$ cat src/rtl/pwm_shadow_pkg.sv
package pwm_shadow_pkg;

  localparam int unsigned CNT_W      = 16;
  localparam int unsigned DIV_W      = 2;
  localparam int unsigned PRE_W      = 3;
  localparam int unsigned PERIOD_OFS = 32'h400;
  localparam int unsigned DUTY_OFS   = 32'h420;
  localparam int unsigned CTRL_OFS   = 32'h440;
  localparam int unsigned CTRL_INV_BIT  = 5;
  localparam int unsigned CTRL_PEND_BIT = 8;

  typedef struct packed {
    logic [CNT_W-1:0] period;
    logic [CNT_W-1:0] duty;
    logic [DIV_W-1:0] div;
    logic             inv;
  } pwm_cfg_t;

  // Byte address of one register of one channel.
  function automatic int unsigned reg_addr(input int unsigned ofs, input int unsigned ch);
    return ofs + 4 * ch;
  endfunction

  // Last prescaler count before a prescaled tick: 2^div - 1.
  function automatic logic [PRE_W-1:0] pre_last(input logic [DIV_W-1:0] div);
    return PRE_W'((1 << div) - 1);
  endfunction

  // Output level inside a running period.
  function automatic logic chan_level(input logic [CNT_W-1:0] pos,
                                      input logic [CNT_W-1:0] duty,
                                      input logic inv);
    return (pos < duty) ^ inv;
  endfunction

endpackage

$ cat src/rtl/pwm_reg_bank.sv
module pwm_reg_bank
  import pwm_shadow_pkg::*;
#(
  parameter int unsigned NUM_CH = 4,
  parameter int unsigned ADDR_W = 12,
  parameter int unsigned DATA_W = 32
) (
  input  logic                    clk,
  input  logic                    rst_n,
  input  logic                    bus_wr,
  input  logic [ADDR_W-1:0]       bus_addr,
  input  logic [DATA_W-1:0]       bus_wdata,
  input  logic [NUM_CH-1:0]       commit,
  output pwm_cfg_t [NUM_CH-1:0]   shadow,
  output logic [NUM_CH-1:0]       period_wr,
  output logic [NUM_CH-1:0]       pending,
  output logic [DATA_W-1:0]       bus_rdata
);

  wire unused_wdata = ^bus_wdata;

  for (genvar i = 0; i < NUM_CH; i++) begin : g_reg
    localparam logic [ADDR_W-1:0] A_PER  = ADDR_W'(reg_addr(PERIOD_OFS, i));
    localparam logic [ADDR_W-1:0] A_DUTY = ADDR_W'(reg_addr(DUTY_OFS, i));
    localparam logic [ADDR_W-1:0] A_CTRL = ADDR_W'(reg_addr(CTRL_OFS, i));

    logic hit_duty, hit_ctrl;
    assign period_wr[i] = bus_wr && (bus_addr == A_PER);
    assign hit_duty     = bus_wr && (bus_addr == A_DUTY);
    assign hit_ctrl     = bus_wr && (bus_addr == A_CTRL);

    always_ff @(posedge clk or negedge rst_n) begin
      if (!rst_n) begin
        shadow[i]  <= '0;
        pending[i] <= 1'b0;
      end else begin
        if (period_wr[i]) shadow[i].period <= bus_wdata[CNT_W-1:0];
        if (hit_duty)     shadow[i].duty   <= bus_wdata[CNT_W-1:0];
        if (hit_ctrl) begin
          shadow[i].div <= bus_wdata[DIV_W-1:0];
          shadow[i].inv <= bus_wdata[CTRL_INV_BIT];
        end
        if (period_wr[i])   pending[i] <= 1'b1;
        else if (commit[i]) pending[i] <= 1'b0;
      end
    end
  end

  always_comb begin
    bus_rdata = '0;
    for (int i = 0; i < NUM_CH; i++) begin
      if (bus_addr == ADDR_W'(reg_addr(PERIOD_OFS, i)))
        bus_rdata = DATA_W'(shadow[i].period);
      if (bus_addr == ADDR_W'(reg_addr(DUTY_OFS, i)))
        bus_rdata = DATA_W'(shadow[i].duty);
      if (bus_addr == ADDR_W'(reg_addr(CTRL_OFS, i))) begin
        bus_rdata[DIV_W-1:0]     = shadow[i].div;
        bus_rdata[CTRL_INV_BIT]  = shadow[i].inv;
        bus_rdata[CTRL_PEND_BIT] = pending[i];
      end
    end
  end

endmodule

$ cat src/rtl/pwm_chan_core.sv
module pwm_chan_core
  import pwm_shadow_pkg::*;
(
  input  logic     clk,
  input  logic     rst_n,
  input  logic     ref_tick,
  input  pwm_cfg_t shadow,
  input  logic     pending,
  output logic     commit,
  output logic     boundary,
  output logic     ptick,
  output logic     running,
  output logic     pwm_o
);

  pwm_cfg_t         act;
  logic [CNT_W-1:0] pos;
  logic [PRE_W-1:0] pre;

  assign running  = (act.period != '0);
  assign ptick    = ref_tick && running && (pre == pre_last(act.div));
  assign boundary = ptick && (pos == act.period - CNT_W'(1));
  assign commit   = pending && (!running || boundary);
  assign pwm_o    = running && chan_level(pos, act.duty, act.inv);

  always_ff @(posedge clk or negedge rst_n) begin
    if (!rst_n) begin
      act <= '0;
      pos <= '0;
      pre <= '0;
    end else if (commit) begin
      act <= shadow;
      pos <= '0;
      pre <= '0;
    end else begin
      if (ref_tick && running) pre <= ptick ? '0 : pre + PRE_W'(1);
      if (ptick)               pos <= boundary ? '0 : pos + CNT_W'(1);
    end
  end

endmodule

$ cat src/rtl/pwm_shadow_ctrl.sv
module pwm_shadow_ctrl
  import pwm_shadow_pkg::*;
#(
  parameter int unsigned NUM_CH = 4,
  parameter int unsigned ADDR_W = 12,
  parameter int unsigned DATA_W = 32
) (
  input  logic              clk,
  input  logic              rst_n,
  input  logic              ref_tick,
  input  logic              bus_wr,
  input  logic [ADDR_W-1:0] bus_addr,
  input  logic [DATA_W-1:0] bus_wdata,
  output logic [DATA_W-1:0] bus_rdata,
  output logic [NUM_CH-1:0] pwm_out
);

  pwm_cfg_t [NUM_CH-1:0] shadow;
  logic [NUM_CH-1:0] chan_commit, chan_boundary, chan_ptick, chan_running;
  logic [NUM_CH-1:0] chan_period_wr, chan_pending;

  pwm_reg_bank #(.NUM_CH(NUM_CH), .ADDR_W(ADDR_W), .DATA_W(DATA_W)) u_regs (
    .clk(clk), .rst_n(rst_n), .bus_wr(bus_wr), .bus_addr(bus_addr),
    .bus_wdata(bus_wdata), .commit(chan_commit), .shadow(shadow),
    .period_wr(chan_period_wr), .pending(chan_pending), .bus_rdata(bus_rdata)
  );

  for (genvar i = 0; i < NUM_CH; i++) begin : g_chan
    pwm_chan_core u_core (
      .clk(clk), .rst_n(rst_n), .ref_tick(ref_tick),
      .shadow(shadow[i]), .pending(chan_pending[i]),
      .commit(chan_commit[i]), .boundary(chan_boundary[i]),
      .ptick(chan_ptick[i]), .running(chan_running[i]), .pwm_o(pwm_out[i])
    );
  end

endmodule

$ cat config.mk
export PLATFORM = sky130hd
export DESIGN_NAME = pwm_shadow_ctrl
export DESIGN_NICKNAME = d
export VERILOG_FILES = /design/src/rtl/pwm_shadow_pkg.sv /design/src/rtl/pwm_reg_bank.sv /design/src/rtl/pwm_chan_core.sv /design/src/rtl/pwm_shadow_ctrl.sv
export SDC_FILE = /design/constraint.sdc
export NUM_CORES = 1
export LEC_CHECK = 0
export ABC_AREA = 1
export CAP_MARGIN = 20
export CORE_MARGIN = 4
export CORE_UTILIZATION = 40
export CTS_CLUSTER_DIAMETER = 30
export DETAILED_ROUTE_END_ITERATION = 10
export GPL_ROUTABILITY_DRIVEN = 0
export SLEW_MARGIN = 20
export SYNTH_ARGS = -nofsm -noshare
export SYNTH_HDL_FRONTEND = slang
export SYNTH_SLANG_ARGS = --single-unit
$ cat constraint.sdc
create_clock -name clk -period 4.2 [get_ports clk]
set_clock_uncertainty 0.05 [all_clocks]
set_input_delay 0.63 -clock clk [delete_from_list [all_inputs] [get_ports clk]]
set_output_delay 0.63 -clock clk [all_outputs]
set_load 0.02 [all_outputs]
After elaboration in Yosys (flattened, before gate mapping)
Index checks and enable logic that the tools add are counted.
{ "op_classes": {"eq_ne": 20, "n_reduce_logical": 56, "n_addsub": 16, "n_mux": 52, "n_lt_le_gt_ge": 4, "shift": 4, "bitwise": 4} }
{ "op_table": {"columns": ["op", "count"], "rows": [
  ["16-bit 2-to-1 mux", 20],
  ["12-bit by 11-bit == test with 1-bit output, second input constant", 12],
  ["16-bit by 1-bit adder with 16-bit output, second input constant", 4],
  ["16-bit == test", 4],
  ["16-bit less-than comparator", 4],
  ["16-bit nonzero test", 4],
  ["16-bit by 1-bit subtractor with 16-bit output, second input constant", 4],
  ["3-bit 2-to-1 mux", 12],
  ["1-bit logical AND", 32],
  ["2-bit nonzero test", 12],
  ["1-bit 2-to-1 mux", 16],
  ["3-bit by 1-bit adder with 3-bit output, second input constant", 4],
  ["3-bit == test", 4],
  ["1-bit by 2-bit << shifter with 3-bit output, first input constant", 4],
  ["3-bit by 2-bit subtractor with 3-bit output, second input constant", 4],
  ["2-bit 2-to-1 mux", 4],
  ["1-bit logical NOT", 4],
  ["1-bit logical OR", 4],
  ["1-bit XOR", 4]
]} }
{ "word_totals": {"register_bits": 360, "out_inout_bits": 36, "in_bits": 48, "wordCells": 200} }

Logic depth before layout (Yosys ltp)
{ "depth": {"depth_word": 13, "depth_mapped": 19, "ltp_nobuf": 19} }

By module
A second synthesis with hierarchy kept.
{ "unflattened": {"hier_cells": 3355, "hier_area_um2": 23725.3} }
{ "by_module_without_submodules": {"columns": ["mod", "cells_per_inst", "area_per_inst_um2", "instances", "seq_area_each_um2"], "rows": [
  ["pwm_chan_core", 636, 4250.3, 4, 1351.3],
  ["pwm_reg_bank", 811, 6723.9, 1, 3603.5]
]} }

Worst setup path before layout
OpenSTA, ideal clock, no wires.
{ "synth_timing": {"path_kind": "input-to-output", "start": "in bus_addr[10]", "end": "out bus_rdata[10]", "n_path_buf": 1, "path_stages": 9, "t_arrival_ns": 2.313, "setup_slack_ns": 1.207, "path_cell_list": "inv_1 nor2_1 nand2_1 nor2_1 inv_1 nor2_1 inv_1 clkbuf_1 o21ai_0"} }
{ "synth_via": {"elab_chain_len": 9, "word_cells_on_any_way": 16, "cone_classes": "8 x eq/ne; 8 x mux"} }
{ "synth_lines": {"columns": ["item", "line_no", "source"], "rows": [
  ["start, declared", "pwm_shadow_ctrl.sv:12", "input logic [ADDR_W-1:0] bus_addr,"],
  ["12-bit by 11-bit == test with 1-bit output", "pwm_reg_bank.sv:52", "if (bus_addr == ADDR_W'(reg_addr(PERIOD_OFS, i)))"],
  ["16-bit 2-to-1 mux", "pwm_reg_bank.sv:52", null],
  ["16-bit 2-to-1 mux", "pwm_reg_bank.sv:54", "if (bus_addr == ADDR_W'(reg_addr(DUTY_OFS, i)))"],
  ["16-bit 2-to-1 mux", "pwm_reg_bank.sv:52", null],
  ["16-bit 2-to-1 mux", "pwm_reg_bank.sv:54", null],
  ["16-bit 2-to-1 mux", "pwm_reg_bank.sv:52", null],
  ["16-bit 2-to-1 mux", "pwm_reg_bank.sv:54", null],
  ["16-bit 2-to-1 mux", "pwm_reg_bank.sv:52", null],
  ["16-bit 2-to-1 mux (*)", "pwm_reg_bank.sv:54", null],
  ["end, declared", "pwm_shadow_ctrl.sv:14", "output logic [DATA_W-1:0] bus_rdata,"]
]} }
Mark *: on every way between the ends. The rest lies on a longest branch, timed or not.

Worst setup path in the final report
{ "layout_timing": {"start": "in bus_addr[10]", "end": "out bus_rdata[5]"} }
{ "layout_via": {"elab_chain_len": 13, "word_cells_on_any_way": 24, "cone_classes": "12 x eq/ne; 12 x mux"} }
{ "layout_lines": {"columns": ["item", "line_no", "source"], "rows": [
  ["12-bit by 11-bit == test with 1-bit output", "pwm_reg_bank.sv:52", null],
  ["16-bit 2-to-1 mux", "pwm_reg_bank.sv:52", null],
  ["16-bit 2-to-1 mux", "pwm_reg_bank.sv:54", null],
  ["1-bit 2-to-1 mux", "pwm_reg_bank.sv:56", "if (bus_addr == ADDR_W'(reg_addr(CTRL_OFS, i))) begin"],
  ["16-bit 2-to-1 mux", "pwm_reg_bank.sv:52", null],
  ["16-bit 2-to-1 mux", "pwm_reg_bank.sv:54", null],
  ["1-bit 2-to-1 mux", "pwm_reg_bank.sv:56", null],
  ["16-bit 2-to-1 mux", "pwm_reg_bank.sv:52", null],
  ["16-bit 2-to-1 mux", "pwm_reg_bank.sv:54", null],
  ["1-bit 2-to-1 mux", "pwm_reg_bank.sv:56", null],
  ["16-bit 2-to-1 mux", "pwm_reg_bank.sv:52", null],
  ["16-bit 2-to-1 mux", "pwm_reg_bank.sv:54", null],
  ["1-bit 2-to-1 mux (*)", "pwm_reg_bank.sv:56", null]
]} }
Marked as above.

==> flow_metrics.py <==
metrics = {
    "critical_path": {
        "worst-endpoint-arrival_ns": 3.43,
        "crit_type": "input port to output port",
        "required_ns": 3.52,
        "critical_path.max_fanout": 10,
        "endpoint_kind": "output port",
        "setup.worst_path.start_class": "input port",
        "worst-r2r-setup-slack_ns": 0.99,
    },
    "routing": {
        "firstDrtPassIters": 5,
        "detail_route.vias_per_cell": 5.18,
        "dr.first_iter.drc_count": 1342,
        "wirelength_um": 59000,
        "post_detailed_route_count_of_antenna_violating_nets": 0,
        "route.detailed.drc": 0,
        "detail_route.wl_per_cell_um": 16.9,
        "via_count": 18100,
    },
    "layout": {
        "num-nets-final": 2867,
        "sequential_cell_area_mm2": 0.00901,
        "drive_above_1_share": 0.0987,
        "final_area_mm2": 0.0252,
        "area_growth_pct": 21.1,
        "fillCellCount": 4868,
        "final_cell_count_no_fill": 3496,
        "n_antenna_cell": 0,
        "multi_input_combinational_cell_area_mm2": 0.0100,
    },
    "timing": {
        "worst_slew_pin_slew_ns": 1.03,
        "setup_viol_count_final": 0,
        "final-max-slew-violation-count": 0,
        "fmax_mhz": 243,
        "layout_worst_path_cycle_share": 0.979,
        "rsz0062_at_grt": "false",
        "hold-worst-slack_ns": -0.0154,
        "finalHoldViolCount": 7,
        "fin_crit_ns": 4.11,
        "setup_tns_ns": 0,
        "maxSlewHeadroom": 0.314,
    },
    "pwr": {
        "netsw_w": 0.00250,
        "internal_power_w": 0.00834,
        "combPwrFrac": 0.026,
        "p_sw_frac": 0.230,
        "vdd_ir_drop_max_mv": 0.410,
        "pwr-share-seq": 0.327,
        "power.static_leakage_nw": 12.5,
        "pwr_density_cell_mw_per_mm2": 430,
        "clock_power_share": 0.647,
    },
    "global_route": {
        "grt_start_max_net_pins": 93,
        "grtUsageTotal": 0.210,
        "globalRouteOverflowTotal": 0,
        "antenna_found_initial": 0,
        "first_global_vias": 17500,
        "grt_pass1_wl_um": 94900,
    },
    "floorplan": {
        "start_util": 0.405,
        "die_height_um": 236,
        "top_level_ports": 84,
        "placement_rows": 83,
        "fp.coreArea_mm2": 0.0514,
        "die_area_mm2": 0.0558,
        "die-width_um": 236,
    },
    "placed_design": {
        "hpwl_um": 42100,
        "placedInstanceArea_mm2": 0.0221,
        "number_of_instances_in_the_placed_design": 3340,
        "io_buffers": 51,
    },
    "synth": {
        "number_of_synthesized_flops_with_an_enable_pin": 0,
        "cell_variety_after_synth": 57,
        "synth_top_cells_by_area": "dfrtp_1 (43%), nand2_1 (13%), nand3_1 (5.8%)",
        "netlist_area_mm2": 0.0208,
        "synth_sequential_area_ratio": 0.433,
        "synth_simple_gate_area_share": 0.272,
        "synth_xor_area_frac": 0.0592,
        "synth_adder_area_share": 0.0433,
        "synth.most_common_cell": "nand2_1",
        "postSynthCellCount": 2646,
        "synth_mux_area_frac": 0,
        "synthesis.yosys.warnings": 0,
        "synth_area_per_cell_um2": 7.87,
        "synth.largest_area_cell": "dfrtp_1",
        "synth_seq_cells": 360,
        "synthTopCellsByCount": "nand2_1 (707), dfrtp_1 (360), inv_1 (316)",
        "synth_async_sr_flop_share": 1.00,
        "synthFlopType": "dfrtp_1",
        "synth_largest_type_area_fraction": 0.433,
        "post_synthesis_compound_gate_area_fraction": 0.103,
        "main_combinational_cell_family_by_area_after_synthesis": "simple AND/OR/NAND/NOR gates",
    },
    "clocking": {
        "ctsLongestPathBuffers": 3,
        "tritoncts": "done",
        "worst_skew_pair.late_latency_ns": 0.62,
        "clkTransAtPathRegs_ns": 0.04,
        "cts-htree-levels": 3,
        "clock_tree.root_cell": "clkbuf_16",
        "clock_sink_count": 360,
        "cts_buffers": 85,
        "cts_hold_buf": 0,
    },
    "outcome": {
        "run_status": "complete, but fails checks",
        "violations": "negative hold slack",
    },
    "flow_run": {
        "max_cap_viol_count": 0,
    },
    "min_path": {
        "min-delay-path-class": "input port to asynchronous set/reset pin",
    },
}
-- placed cells by master, fill, tap and decap left out, drive strengths merged, types with 2 or more instances in the layout --
cell / synthesis / final
or2: 15 / 15
clkdlybuf4s50: 0 / 43
dlymetal6s2s: 0 / 7
a221oi: 6 / 6
nor3b: 9 / 9
o21bai: 5 / 5
clkinv: 3 / 20
nor3: 41 / 41
inv: 318 / 330
nand3b: 48 / 48
clkbuf: 53 / 99
o211ai: 37 / 37
nor2: 141 / 141
dfrtp: 360 / 360
xnor2: 47 / 47
conb: 1 / 16
ha: 72 / 72
bufinv: 0 / 13
o2111ai: 10 / 10
o32ai: 3 / 3
a21boi: 4 / 4
a21oi: 80 / 80
nor4: 4 / 4
buf: 59 / 61
nand3: 243 / 243
o21ai: 218 / 218
a31oi: 4 / 4
clkinvlp: 0 / 15
o22ai: 3 / 3
o221ai: 2 / 2
nand4: 33 / 33
o31ai: 6 / 6
xor2: 93 / 93
nand2: 721 / 721
-- per-stage QoR --
stage                     setup slack [ns]   util  total power (W)
final                               0.0898  0.491           0.0108
after detailed placement            0.0506  0.430          0.00388
after floorplan                       1.21      -          0.00371
after CTS                           0.0405  0.490           0.0110
after global placement              0.0918  0.430          0.00387
after global routing               0.00812  0.491           0.0112
-- power by group through the flow --
stage / Combinational [W] / Sequential, W / Clock (W)
CTS: 0.000283 / 0.00354 / 0.00713
floorplan: 0.000128 / 0.00359 / 0
global placement: 0.000275 / 0.00360 / 0
detailed placement: 0.000281 / 0.00360 / 0
global route: 0.000314 / 0.00355 / 0.00733
finish: 0.000279 / 0.00354 / 0.00702
-- area by class of cell --
type	count	area share
multi-input cells	1868	0.398
repair buffers	111	0.0405
well taps	680	0.0337
clock inverters	57	0.0322
clock buffers	99	0.0908
flip-flops and latches	360	0.357
inverters	321	0.0478
-- layer usage --
layer | GRT usage | vias to the layer above | part of all wire
met5 | 0 | - | 0
met4 | 0.0738 | 0 | 0.028
met3 | 0.0416 | 89 | 0.061
met2 | 0.322 | 479 | 0.45
met1 | 0.296 | 8706 | 0.46
li1 | - | 8818 | -
-- flip-flops by register name, indices dropped and copies added (netlist names) --
name,flops
g_chan.u_core.act,140
g_chan.u_core.pos,64
g_chan.u_core.pre,12
u_regs.pending,4
u_regs.shadow,140
-- repair_timing --
action / in CTS / in global routing
endpoints found under the setup margin: 0 / 15
endpoints found under the hold margin: 0 / 0
setup buffers: 0 / 0
gates resized for setup: 0 / 11
-- worst paths after layout --
path                                     startpoint                        to  cells past startpoint
max                                    bus_addr[10]              bus_rdata[5]                     16
min                                           rst_n  g_chan[1].u_core.pos[15]                      1
max reg2reg                g_chan[1].u_core.act[19]  g_chan[1].u_core.act[15]                     13
min reg2reg                 g_chan[0].u_core.act[3]   g_chan[0].u_core.act[3]                      2
max in group asynchronous                     rst_n   g_chan[3].u_core.pos[4]                      2
min in group clk            g_chan[0].u_core.act[3]   g_chan[0].u_core.act[3]                      2
-- logic make-up after synthesis --
logic type,after synthesis
XOR/XNOR,140
adder cells (fa/ha/maj),72
flip-flops,360
buffers and inverters,433
AND/OR/NAND/NOR,1259
other,1
AO/OA/AOI/OAI,381
-- worst max-delay path, stage by stage --
cell,delay (ns)
clkdlybuf4s50_1,0.50
inv_1,0.09
nor2_1,0.04
nand2_1,0.08
buf_4,0.14
nor3_2,0.04
buf_4,0.17
nand2_1,0.06
nand2_1,0.06
a21oi_1,0.25
o2111ai_1,0.24
a21oi_1,0.17
nand3_1,0.10
o21ai_0,0.08
nand3_1,0.18
clkdlybuf4s50_1,0.59
Note: power is estimated with default switching activity, not from simulation.
